==> src/rtl/bank_cmd_pkg.sv <==
package bank_cmd_pkg;

  typedef enum logic [2:0] {
    C_NOP = 3'd0, C_ACT = 3'd1, C_PRE = 3'd2, C_RD = 3'd3,
    C_WR  = 3'd4, C_RDA = 3'd5, C_WRA = 3'd6
  } prop_cmd_e;

  typedef enum logic [3:0] {
    I_ACT      = 4'd0,  I_PRE_ONE  = 4'd1,  I_PRE_SAME = 4'd2,
    I_PRE_ALL  = 4'd3,  I_RD       = 4'd4,  I_WR       = 4'd5,
    I_RDA      = 4'd6,  I_WRA      = 4'd7,  I_PDN_ACT  = 4'd8,
    I_PDN_PRE  = 4'd9,  I_SREF_IN  = 4'd10, I_PDX_ACT  = 4'd11,
    I_PDX_PRE  = 4'd12, I_REF      = 4'd13, I_RFM      = 4'd14,
    I_SPARE    = 4'd15
  } iss_cmd_e;

  typedef enum logic [1:0] {
    POL_OPEN, POL_CLOSED, POL_OPEN_ADAPT, POL_CLOSED_ADAPT
  } page_pol_e;

endpackage

==> src/rtl/bank_track.sv <==
module bank_track
  import bank_cmd_pkg::*;
#(
  parameter int ROW_W = 14
) (
  input  logic             clk,
  input  logic             rst_n,
  input  logic             iss_valid,
  input  iss_cmd_e         iss_cmd,
  input  logic             blk_req,
  input  logic             accept,
  input  logic             req_write,
  input  logic [ROW_W-1:0] eff_row,
  input  logic             eff_write,
  output logic             active,
  output logic [ROW_W-1:0] open_row,
  output logic             keep,
  output logic             cur_write,
  output logic             sleeping,
  output logic             blocked
);

  logic is_refresh;
  assign is_refresh = iss_valid && (iss_cmd == I_REF || iss_cmd == I_RFM);

  always_ff @(posedge clk) begin
    if (!rst_n) begin
      active    <= 1'b0;
      open_row  <= '0;
      keep      <= 1'b0;
      cur_write <= 1'b0;
      sleeping  <= 1'b0;
      blocked   <= 1'b0;
    end else begin
      if (accept) cur_write <= req_write;
      if (blk_req && !is_refresh) blocked <= 1'b1;
      if (iss_valid) begin
        unique case (iss_cmd)
          I_ACT: begin
            active    <= 1'b1;
            open_row  <= eff_row;
            keep      <= 1'b1;
            cur_write <= eff_write;
          end
          I_PRE_ONE, I_PRE_SAME, I_PRE_ALL, I_RDA, I_WRA: begin
            active <= 1'b0;
            keep   <= 1'b0;
          end
          I_RD, I_WR: keep <= 1'b0;
          I_PDN_ACT, I_PDN_PRE, I_SREF_IN: sleeping <= 1'b1;
          I_PDX_ACT, I_PDX_PRE: sleeping <= 1'b0;
          I_REF, I_RFM: begin
            sleeping <= 1'b0;
            blocked  <= 1'b0;
          end
          default: ;
        endcase
      end
    end
  end

  p_act_opens_r2: assert property (@(posedge clk) disable iff (!rst_n)
    (iss_valid && iss_cmd == I_ACT) |=> (active && open_row == $past(eff_row)));

  p_close_retires_r3: assert property (@(posedge clk) disable iff (!rst_n)
    (iss_valid && (iss_cmd inside {I_PRE_ONE, I_PRE_SAME, I_PRE_ALL, I_RDA, I_WRA}))
    |=> (!active && !keep));

  p_plain_keeps_row_r4: assert property (@(posedge clk) disable iff (!rst_n)
    (iss_valid && (iss_cmd inside {I_RD, I_WR}) && active)
    |=> (active && !keep && $stable(open_row)));

  p_sleep_enter_r5: assert property (@(posedge clk) disable iff (!rst_n)
    (iss_valid && (iss_cmd inside {I_PDN_ACT, I_PDN_PRE, I_SREF_IN})) |=> sleeping);

endmodule

==> src/rtl/bank_policy.sv <==
module bank_policy
  import bank_cmd_pkg::*;
#(
  parameter page_pol_e POLICY = POL_OPEN
) (
  input  logic      active,
  input  logic      hit,
  input  logic      wr,
  input  logic      more_req,
  input  logic      more_hit,
  output prop_cmd_e cmd_raw
);

  logic use_auto;

  always_comb begin
    unique case (POLICY)
      POL_OPEN:         use_auto = 1'b0;
      POL_CLOSED:       use_auto = 1'b1;
      POL_OPEN_ADAPT:   use_auto = more_req && !more_hit;
      POL_CLOSED_ADAPT: use_auto = !more_hit;
      default:          use_auto = 1'b0;
    endcase

    if (!active)
      cmd_raw = C_ACT;
    else if (!hit && POLICY != POL_CLOSED)
      cmd_raw = C_PRE;
    else if (use_auto)
      cmd_raw = wr ? C_WRA : C_RDA;
    else
      cmd_raw = wr ? C_WR : C_RD;
  end

endmodule

==> src/rtl/bank_act_cnt.sv <==
module bank_act_cnt
  import bank_cmd_pkg::*;
#(
  parameter int CNT_W  = 8,
  parameter bit RFM_EN = 1'b1
) (
  input  logic             clk,
  input  logic             rst_n,
  input  logic             iss_valid,
  input  iss_cmd_e         iss_cmd,
  input  logic [CNT_W-1:0] ref_dec,
  input  logic [CNT_W-1:0] rfm_dec,
  output logic [CNT_W-1:0] cnt
);

  localparam logic [CNT_W-1:0] CNT_MAX = '1;

  generate
    if (RFM_EN) begin : g_count
      logic [CNT_W-1:0] dec;
      assign dec = (iss_cmd == I_REF) ? ref_dec : rfm_dec;

      always_ff @(posedge clk) begin
        if (!rst_n) begin
          cnt <= '0;
        end else if (iss_valid) begin
          if (iss_cmd == I_ACT && cnt != CNT_MAX)
            cnt <= cnt + 1'b1;
          else if (iss_cmd == I_REF || iss_cmd == I_RFM)
            cnt <= (cnt > dec) ? cnt - dec : '0;
        end
      end

      p_act_incr_r11: assert property (@(posedge clk) disable iff (!rst_n)
        (iss_valid && iss_cmd == I_ACT && cnt != CNT_MAX) |=> (cnt == $past(cnt) + 1'b1));

      p_ref_floor_r11: assert property (@(posedge clk) disable iff (!rst_n)
        (iss_valid && iss_cmd == I_REF && cnt <= ref_dec) |=> (cnt == '0));
    end else begin : g_none
      assign cnt = '0;
    end
  endgenerate

endmodule

==> src/rtl/bank_cmd_fsm.sv <==
module bank_cmd_fsm
  import bank_cmd_pkg::*;
#(
  parameter page_pol_e POLICY          = POL_OPEN,
  parameter int        ROW_W           = 14,
  parameter int        CNT_W           = 8,
  parameter int        IDX_W           = 4,
  parameter int        BANK_ID         = 5,
  parameter int        BANKS_PER_GROUP = 4,
  parameter int        BANKS_PER_RANK  = 16,
  parameter bit        RFM_EN          = 1'b1
) (
  input  logic             clk,
  input  logic             rst_n,
  input  logic             req_valid,
  output logic             req_ready,
  input  logic [ROW_W-1:0] req_row,
  input  logic             req_write,
  input  logic             more_req,
  input  logic             more_hit,
  input  logic             timing_ok,
  input  logic             blk_req,
  input  logic             iss_valid,
  input  logic [3:0]       iss_cmd,
  input  logic [CNT_W-1:0] ref_dec,
  input  logic [CNT_W-1:0] rfm_dec,
  output logic             cmd_valid,
  output logic [2:0]       cmd,
  output logic [ROW_W-1:0] cmd_row,
  output logic [ROW_W-1:0] open_row,
  output logic             is_active,
  output logic             busy,
  output logic             sleeping,
  output logic             blocked,
  output logic [CNT_W-1:0] act_cnt,
  output logic [IDX_W-1:0] bank_group,
  output logic [IDX_W-1:0] bank_rank
);

  localparam logic [IDX_W-1:0] GROUP_IDX = IDX_W'(BANK_ID / BANKS_PER_GROUP);
  localparam logic [IDX_W-1:0] RANK_IDX  = IDX_W'(BANK_ID / BANKS_PER_RANK);

  iss_cmd_e         iss_e;
  logic             gate, accept, eff_valid, eff_write, cur_write;
  logic [ROW_W-1:0] eff_row;
  prop_cmd_e        cmd_raw, cmd_e;

  assign iss_e      = iss_cmd_e'(iss_cmd);
  assign bank_group = GROUP_IDX;
  assign bank_rank  = RANK_IDX;

  assign gate      = sleeping || blocked;
  assign req_ready = !gate && (!busy || req_row == open_row);
  assign accept    = req_valid && req_ready;
  assign eff_valid = accept || busy;
  assign eff_row   = accept ? req_row : open_row;
  assign eff_write = accept ? req_write : cur_write;

  bank_track #(.ROW_W(ROW_W)) track_i (
    .clk(clk), .rst_n(rst_n), .iss_valid(iss_valid), .iss_cmd(iss_e),
    .blk_req(blk_req), .accept(accept), .req_write(req_write),
    .eff_row(eff_row), .eff_write(eff_write), .active(is_active),
    .open_row(open_row), .keep(busy), .cur_write(cur_write),
    .sleeping(sleeping), .blocked(blocked)
  );

  bank_policy #(.POLICY(POLICY)) policy_i (
    .active(is_active), .hit(eff_row == open_row), .wr(eff_write),
    .more_req(more_req), .more_hit(more_hit), .cmd_raw(cmd_raw)
  );

  bank_act_cnt #(.CNT_W(CNT_W), .RFM_EN(RFM_EN)) cnt_i (
    .clk(clk), .rst_n(rst_n), .iss_valid(iss_valid), .iss_cmd(iss_e),
    .ref_dec(ref_dec), .rfm_dec(rfm_dec), .cnt(act_cnt)
  );

  assign cmd_e     = (eff_valid && !gate) ? cmd_raw : C_NOP;
  assign cmd       = cmd_e;
  assign cmd_row   = eff_row;
  assign cmd_valid = (cmd_e != C_NOP) && timing_ok;

  p_gated_quiet_r5: assert property (@(posedge clk) disable iff (!rst_n)
    (sleeping || blocked) |-> (!cmd_valid && !req_ready));

  p_timing_gate_r12: assert property (@(posedge clk) disable iff (!rst_n)
    !timing_ok |-> !cmd_valid);

  p_closed_act_r2: assert property (@(posedge clk) disable iff (!rst_n)
    (cmd_valid && !is_active) |-> (cmd == C_ACT));

  p_closed_auto_r7: assert property (@(posedge clk) disable iff (!rst_n)
    (POLICY == POL_CLOSED && cmd_valid && is_active) |-> (cmd == C_RDA || cmd == C_WRA));

  p_held_row_r10: assert property (@(posedge clk) disable iff (!rst_n)
    (busy && req_row != open_row) |-> (!req_ready && cmd_row == open_row));

endmodule

==> config.mk <==
export PLATFORM = sky130hd
export DESIGN_NAME = bank_cmd_fsm
export DESIGN_NICKNAME = d
export VERILOG_FILES = /design/src/rtl/bank_cmd_pkg.sv /design/src/rtl/bank_track.sv /design/src/rtl/bank_policy.sv /design/src/rtl/bank_act_cnt.sv /design/src/rtl/bank_cmd_fsm.sv
export SDC_FILE = /design/constraint.sdc
export NUM_CORES = 1
export LEC_CHECK = 0
export ABC_AREA = 1
export BUFFER_PORTS_ARGS = -buffer_cell sky130_fd_sc_hd__buf_2
export CAP_MARGIN = 10
export CORE_MARGIN = 2
export CORE_UTILIZATION = 28
export CTS_CLUSTER_SIZE = 8
export DETAILED_ROUTE_END_ITERATION = 16
export GPL_TIMING_DRIVEN = 0
export PLACE_DENSITY_LB_ADDON = 0.25
export SLEW_MARGIN = 20
export SYNTH_ARGS = -nofsm -noshare
export SYNTH_HDL_FRONTEND = slang
export SYNTH_SLANG_ARGS = --single-unit
==> constraint.sdc <==
create_clock -name clk -period 4.5 [get_ports clk]
set_clock_uncertainty 0.15 [all_clocks]
set_input_delay 0.9 -clock clk [delete_from_list [all_inputs] [get_ports clk]]
set_output_delay 0.9 -clock clk [all_outputs]
set_load 0.01 [all_outputs]
# Word-level counts from Yosys, hierarchy flattened
# Index checks and enable logic that the tools add are counted.
# Widths: inputs -> output; s select.
totals:
  regBits: 27
  input_bits: 43
  output_inout_bits: 53
  wordCells: 73
op_classes:
  addsub: 2
  n_lt_le_gt_ge: 1
  n_eq_ne: 17
  muxes: 16
  n_reduce_logical: 30
ops:
  columns: ["cell", "n"]
  rows:
  - ["$mux 8", 4]
  - ["$eq 14x14->1", 2]
  - ["$eq 4x4->1 const B", 7]
  - ["$eq 4x3->1 const B", 4]
  - ["$mux 14", 1]
  - ["$mux 3", 4]
  - ["$reduce_and 2->1", 5]
  - ["$add 8x1->8 const B", 1]
  - ["$eq 4x2->1 const B", 2]
  - ["$gt 8x8->1", 1]
  - ["$ne 8x8->1 const B", 1]
  - ["$reduce_bool 2->1", 4]
  - ["$sub 8x8->8", 1]
  - ["$logic_and 1x1->1", 7]
  - ["$reduce_or 7->1", 1]
  - ["$pmux 1 s2", 3]
  - ["$reduce_or 5->1", 1]
  - ["$eq 4x1->1 const B", 1]
  - ["$logic_not 4->1", 1]
  - ["$logic_or 1x1->1", 4]
  - ["$mux 1", 4]
  - ["$reduce_or 4->1", 1]
  - ["$logic_not 1->1", 3]
  - ["$reduce_bool 3->1", 1]
  - ["other kinds (2)", 2]

# Longest topological paths before layout
logic_depth:
  depth_word: 11
  mapped_depth: 16
  depth_no_buf: 16

# By module
# From an unflattened synthesis, not the netlist that was laid out.
hier_totals:
  hier_cells: 481
  hier_area_um2: 2755.1
by_module_without_submodules:
  columns: ["module", "n_inst", "cells_each", "area_per_inst_um2", "seq_area_each_um2"]
  rows:
  - ["bank_act_cnt", 1, 197, 1212.4, 160.2]
  - ["bank_track", 1, 129, 835.8, 380.4]
  - ["bank_cmd_fsm", 1, 148, 679.4, 0.0]
  - ["bank_policy", 1, 7, 27.5, 0.0]

# Worst setup path after synthesis
# OpenSTA, ideal clock, no wires.
synth_timing:
  path_kind: "input to register"
  from: "input port iss_cmd[0]"
  to: "register cnt_i.cnt[7]"
  setup_time_ps: 64
  arrival_ps: 3024
  required_ps: 4286
  setup_slack_ps: 1262
  cell_stages: 16
  path_buffers: 0
  path_cell_list: "inv_1 -> nor3_2 -> mux2_2 -> ha_1 -> inv_1 -> fa_1 -> nand3_1 -> nand2_1 -> nand2b_1 -> nand3_1 -> o31ai_2 -> nor2_8 -> inv_2 -> nor2_1 -> nor2_1 -> nor2_1"
synth_via:
  elab_chain_cells: 6
  elab_cells_between_ends: 13
  classes_between: "add/sub: 1; order compare: 1; eq/ne: 2; mux: 4; reduce/logical: 5"
synth_rtl:
  columns: ["element", "line_no", "source"]
  rows:
  - ["from (decl)", "bank_cmd_fsm.sv:24", "input logic [3:0] iss_cmd,"]
  - ["$eq 4x4->1", "bank_act_cnt.sv:21, bank_act_cnt.sv:29", null]
  - ["$mux 8", "bank_act_cnt.sv:21", "assign dec = (iss_cmd == I_REF) ? ref_dec : rfm_dec;"]
  - ["$sub 8x8->8 or $gt 8x8->1 (tied branches)", "bank_act_cnt.sv:30", "cnt <= (cnt > dec) ? cnt - dec : '0;"]
  - ["$mux 8", "bank_act_cnt.sv:30", null]
  - ["$mux 8", "bank_act_cnt.sv:29", "else if (iss_cmd == I_REF || iss_cmd == I_RFM)"]
  - ["$mux 8", "bank_act_cnt.sv:27", "if (iss_cmd == I_ACT && cnt != CNT_MAX)"]
  - ["to (signal assigned)", "bank_act_cnt.sv:28", "cnt <= cnt + 1'b1;"]
  - ["to (signal assigned)", "bank_act_cnt.sv:30", null]
  - ["to (decl)", "bank_act_cnt.sv:13", "output logic [CNT_W-1:0] cnt"]
# Parallel ways exist; a longest one is shown, timed or not. The select of a mux whose other input is x is not followed.
# A chain may end at the register's enable or synchronous reset.

# Worst setup path in the final report
layout_timing:
  from: "input port iss_cmd[3]"
  to: "register cnt_i.cnt[7]"
# The elaborated chain is that of the path after synthesis.

==> flow_metrics.py <==
metrics = {
    "run_status": {
        "outcome": "finished clean",
    },
    "detailed_routing": {
        "routed-wl-met2_mm": 3.01,
        "drt_first_iter_violations": 68,
        "average_wire_per_cell_in_the_routed_design_um": 10.7,
        "via_count": 2588,
        "drc": 0,
        "wl_met1_mm": 2.90,
        "met3_wire_length_um": 305,
        "dr_vias_cell": 4.42,
        "totalWireLength_mm": 6.26,
        "drt_first_pass_iters": 4,
        "route.antenna.remaining_nets": 0,
        "top_signal_layer_used": "met4",
    },
    "place": {
        "dp_hpwl_mm": 4.96,
        "postPlaceCellArea_mm2": 0.00294,
        "place.port_buffers": 84,
        "globalplace.congestion": 0.794,
    },
    "worst_hold_path": {
        "timing.hold.worst_path_depth": 2,
        "worstHoldPathType": "reg2reg",
        "hold_start": "track_i.sleeping",
    },
    "setup_path": {
        "reg2regPathDepth": 14,
        "cp-startpoint": "iss_cmd[3]",
        "critical_path.max_fanout": 8,
        "endpoint_kind": "flop",
        "rr_endpoint": "cnt_i.cnt[7]",
        "timing.critical_path.required_ps": 4580,
        "reg2reg_setup_slack_ps": 2390,
        "critical_path_start_type": "input port",
        "r2r-start": "cnt_i.cnt[0]",
        "capture_point_of_the_critical_path": "cnt_i.cnt[7]",
        "timing_worst_setup_path_type": "in2reg",
        "arrival_ps": 3470,
    },
    "clock_tree": {
        "cts.repair.resized": 0,
        "maximum_number_of_buffers_from_clock_root_to_sink": 2,
        "worstSkewPairLatency_ps": 280,
        "clock_tree.root_cell": "clkbuf_8",
        "clk_pin_slew_ps": 100,
        "cts_buffers": 3,
        "post_cts_buffers": 0,
        "clock_sinks": 27,
        "h-tree-depth": 1,
        "cts_tree": "done",
        "cts_hold_repair.buffers": 0,
    },
    "synthesis": {
        "synth.lib_cells_used.distinct": 39,
        "synth.yosys.seq_area_share_pct": 22.8,
        "synth_top_area_cell": "dfxtp_1",
        "synth.avg_cell_area_um2": 6.14,
        "netlist.area_leader.share_pct": 22.8,
        "ys_seq_elements": 27,
        "yosys_warnings": 0,
        "synth_top_cells_by_area": "dfxtp_1 23%, nand2_1 17%, nand3_1 8.2%",
        "area_of_the_mapped_netlist_mm2": 0.00237,
        "post_synthesis_cells": 386,
    },
    "pwr": {
        "total_power_w": 0.000597,
        "leakage_nw": 1.66,
        "peakVddDrop_mv": 0.0763,
        "pwr_density_cell_mw_per_mm2": 200,
    },
    "floorplan": {
        "floorplan.die.width_um": 96.0,
        "io_pins": 96,
        "initial_core_util_pct": 28.8,
        "die_height_um": 96.0,
        "rows": 33,
        "floorplan.core_area_mm2": 0.00822,
        "die_area_mm2": 0.00921,
    },
    "finish": {
        "fin_nets": 534,
        "flow.area_growth_from_synthesis_pct": 26.2,
        "layout.cells.most_common": "nand2_1",
        "layout.core_utilization_pct": 36.4,
        "postLayoutCellArea_mm2": 0.00299,
        "drive_gt1_share_pct": 26.9,
        "insertedDiodeCount": 0,
        "layout.cells.most_common_list": "108 x nand2_1, 87 x buf_2, 52 x inv_1",
    },
    "global_route": {
        "grt_antenna_before_repair": 0,
        "first_global_vias": 2338,
        "globalRouteTotalUtil_pct": 13.6,
        "gr-total-overflow": 0,
        "grt_max_degree": 16,
        "global_route_wire_length_before_repair_mm": 10.1,
    },
    "sta": {
        "setup_repair_after_global_routing_missed_its_margin": "false",
        "maxSlewHeadroom_pct": 47.5,
        "post-route-period-util_pct": 75.3,
        "fmaxAchievable_mhz": 295,
        "timing.final.setup_violations": 0,
        "fin_hold_ws_ps": 340,
        "tightestPinTransition_ps": 784,
        "totalNegativeSetupSlack_ps": 0,
        "final_hold_viol_count": 0,
        "maxSlewViolCount": 0,
        "timing.final.crit_period_ps": 3390,
    },
    "flow_run": {
        "max-cap-violations": 0,
    },
}
## sequential cells by signal, summed over array words and instances, names as in the netlist
signal and flops:
track_i.keep 1, track_i.cur_write 1, track_i.open_row 14, track_i.blocked 1, track_i.sleeping 1, cnt_i.cnt 8
track_i.active 1
## power by group
| part | internal, W | switching [W] | total (W) |
|---|---|---|---|
| clock | 0.0000623 | 0.0000859 | 0.000148 |
| sequential | 0.000248 | 0.0000106 | 0.000258 |
| combinational | 0.0000795 | 0.000111 | 0.000190 |
## through the flow
step	instances	worst slack, ps
finish	585	1110
global route	585	868
CTS	585	1050
detailed placement	581	747
global placement	581	773
floorplan	392	1260
## worst max-delay path: stages
cell	delay (ps)
buf_2	140
nand2_1	70
nor3_2	590
mux2_2	420
ha_1	190
inv_1	70
fa_1	200
nand3_1	70
nand2_1	130
nand2b_1	80
nand3_1	100
o31ai_2	120
nor2_8	150
inv_2	40
nor2_1	90
nor2_1	40
nor2_1	60
## cells by family after synthesis
group | after synthesis | share of synthesized area, %
AOI/OAI and AO/OA | 57 | 13.8
xor gates and xnor gates | 6 | 2.22
adders and majority gates | 10 | 5.60
buffers and inverters | 80 | 14.8
DFF | 27 | 22.8
muxes | 8 | 3.43
other | 2 | 0.317
and+or+nand+nor | 196 | 37.0
## worst min path at each step
stage / endpoint / slack, ps
finish: track_i.sleeping / 340
global placement: track_i.sleeping / 320
global route: track_i.sleeping / 390
CTS: track_i.sleeping / 340
detailed placement: track_i.sleeping / 320
floorplan: track_i.cur_write / 320
## layer usage
metal / GRT usage [%] / vias to the layer above
met5: 0 / -
met1: 16.9 / 1111
li1: - / 1403
met2: 24.8 / 70
met3: 1.25 / 4
met4: 3.93 / 0
## cell type report
cell class | instances | area [um2]
buffer | 17 | 114
timing repair buffer | 84 | 420
clock buffer | 3 | 41.3
clock inverter | 1 | 5.00
fill | 897 | 5230
multi-input combinational | 285 | 1500
inverter | 63 | 236
tap | 105 | 131
sequential | 27 | 541
## cells in the mapped netlist (all sizes together)
cell and count:
a21boi 1, a21o 1, a21oi 36, buf 13
clkbuf 4, clkinv 1, conb 2, dfxtp 27
fa 1, ha 9, inv 62, mux2 1
mux2i 7, nand2 113, nand2b 1, nand3 42
nand3b 1, nand4 3, nor2 29, nor3 4
nor3b 2, o21ai 15, o21bai 2, o31ai 2
or2 1, xnor2 2, xor2 4
(Power assumes the default switching activity.)
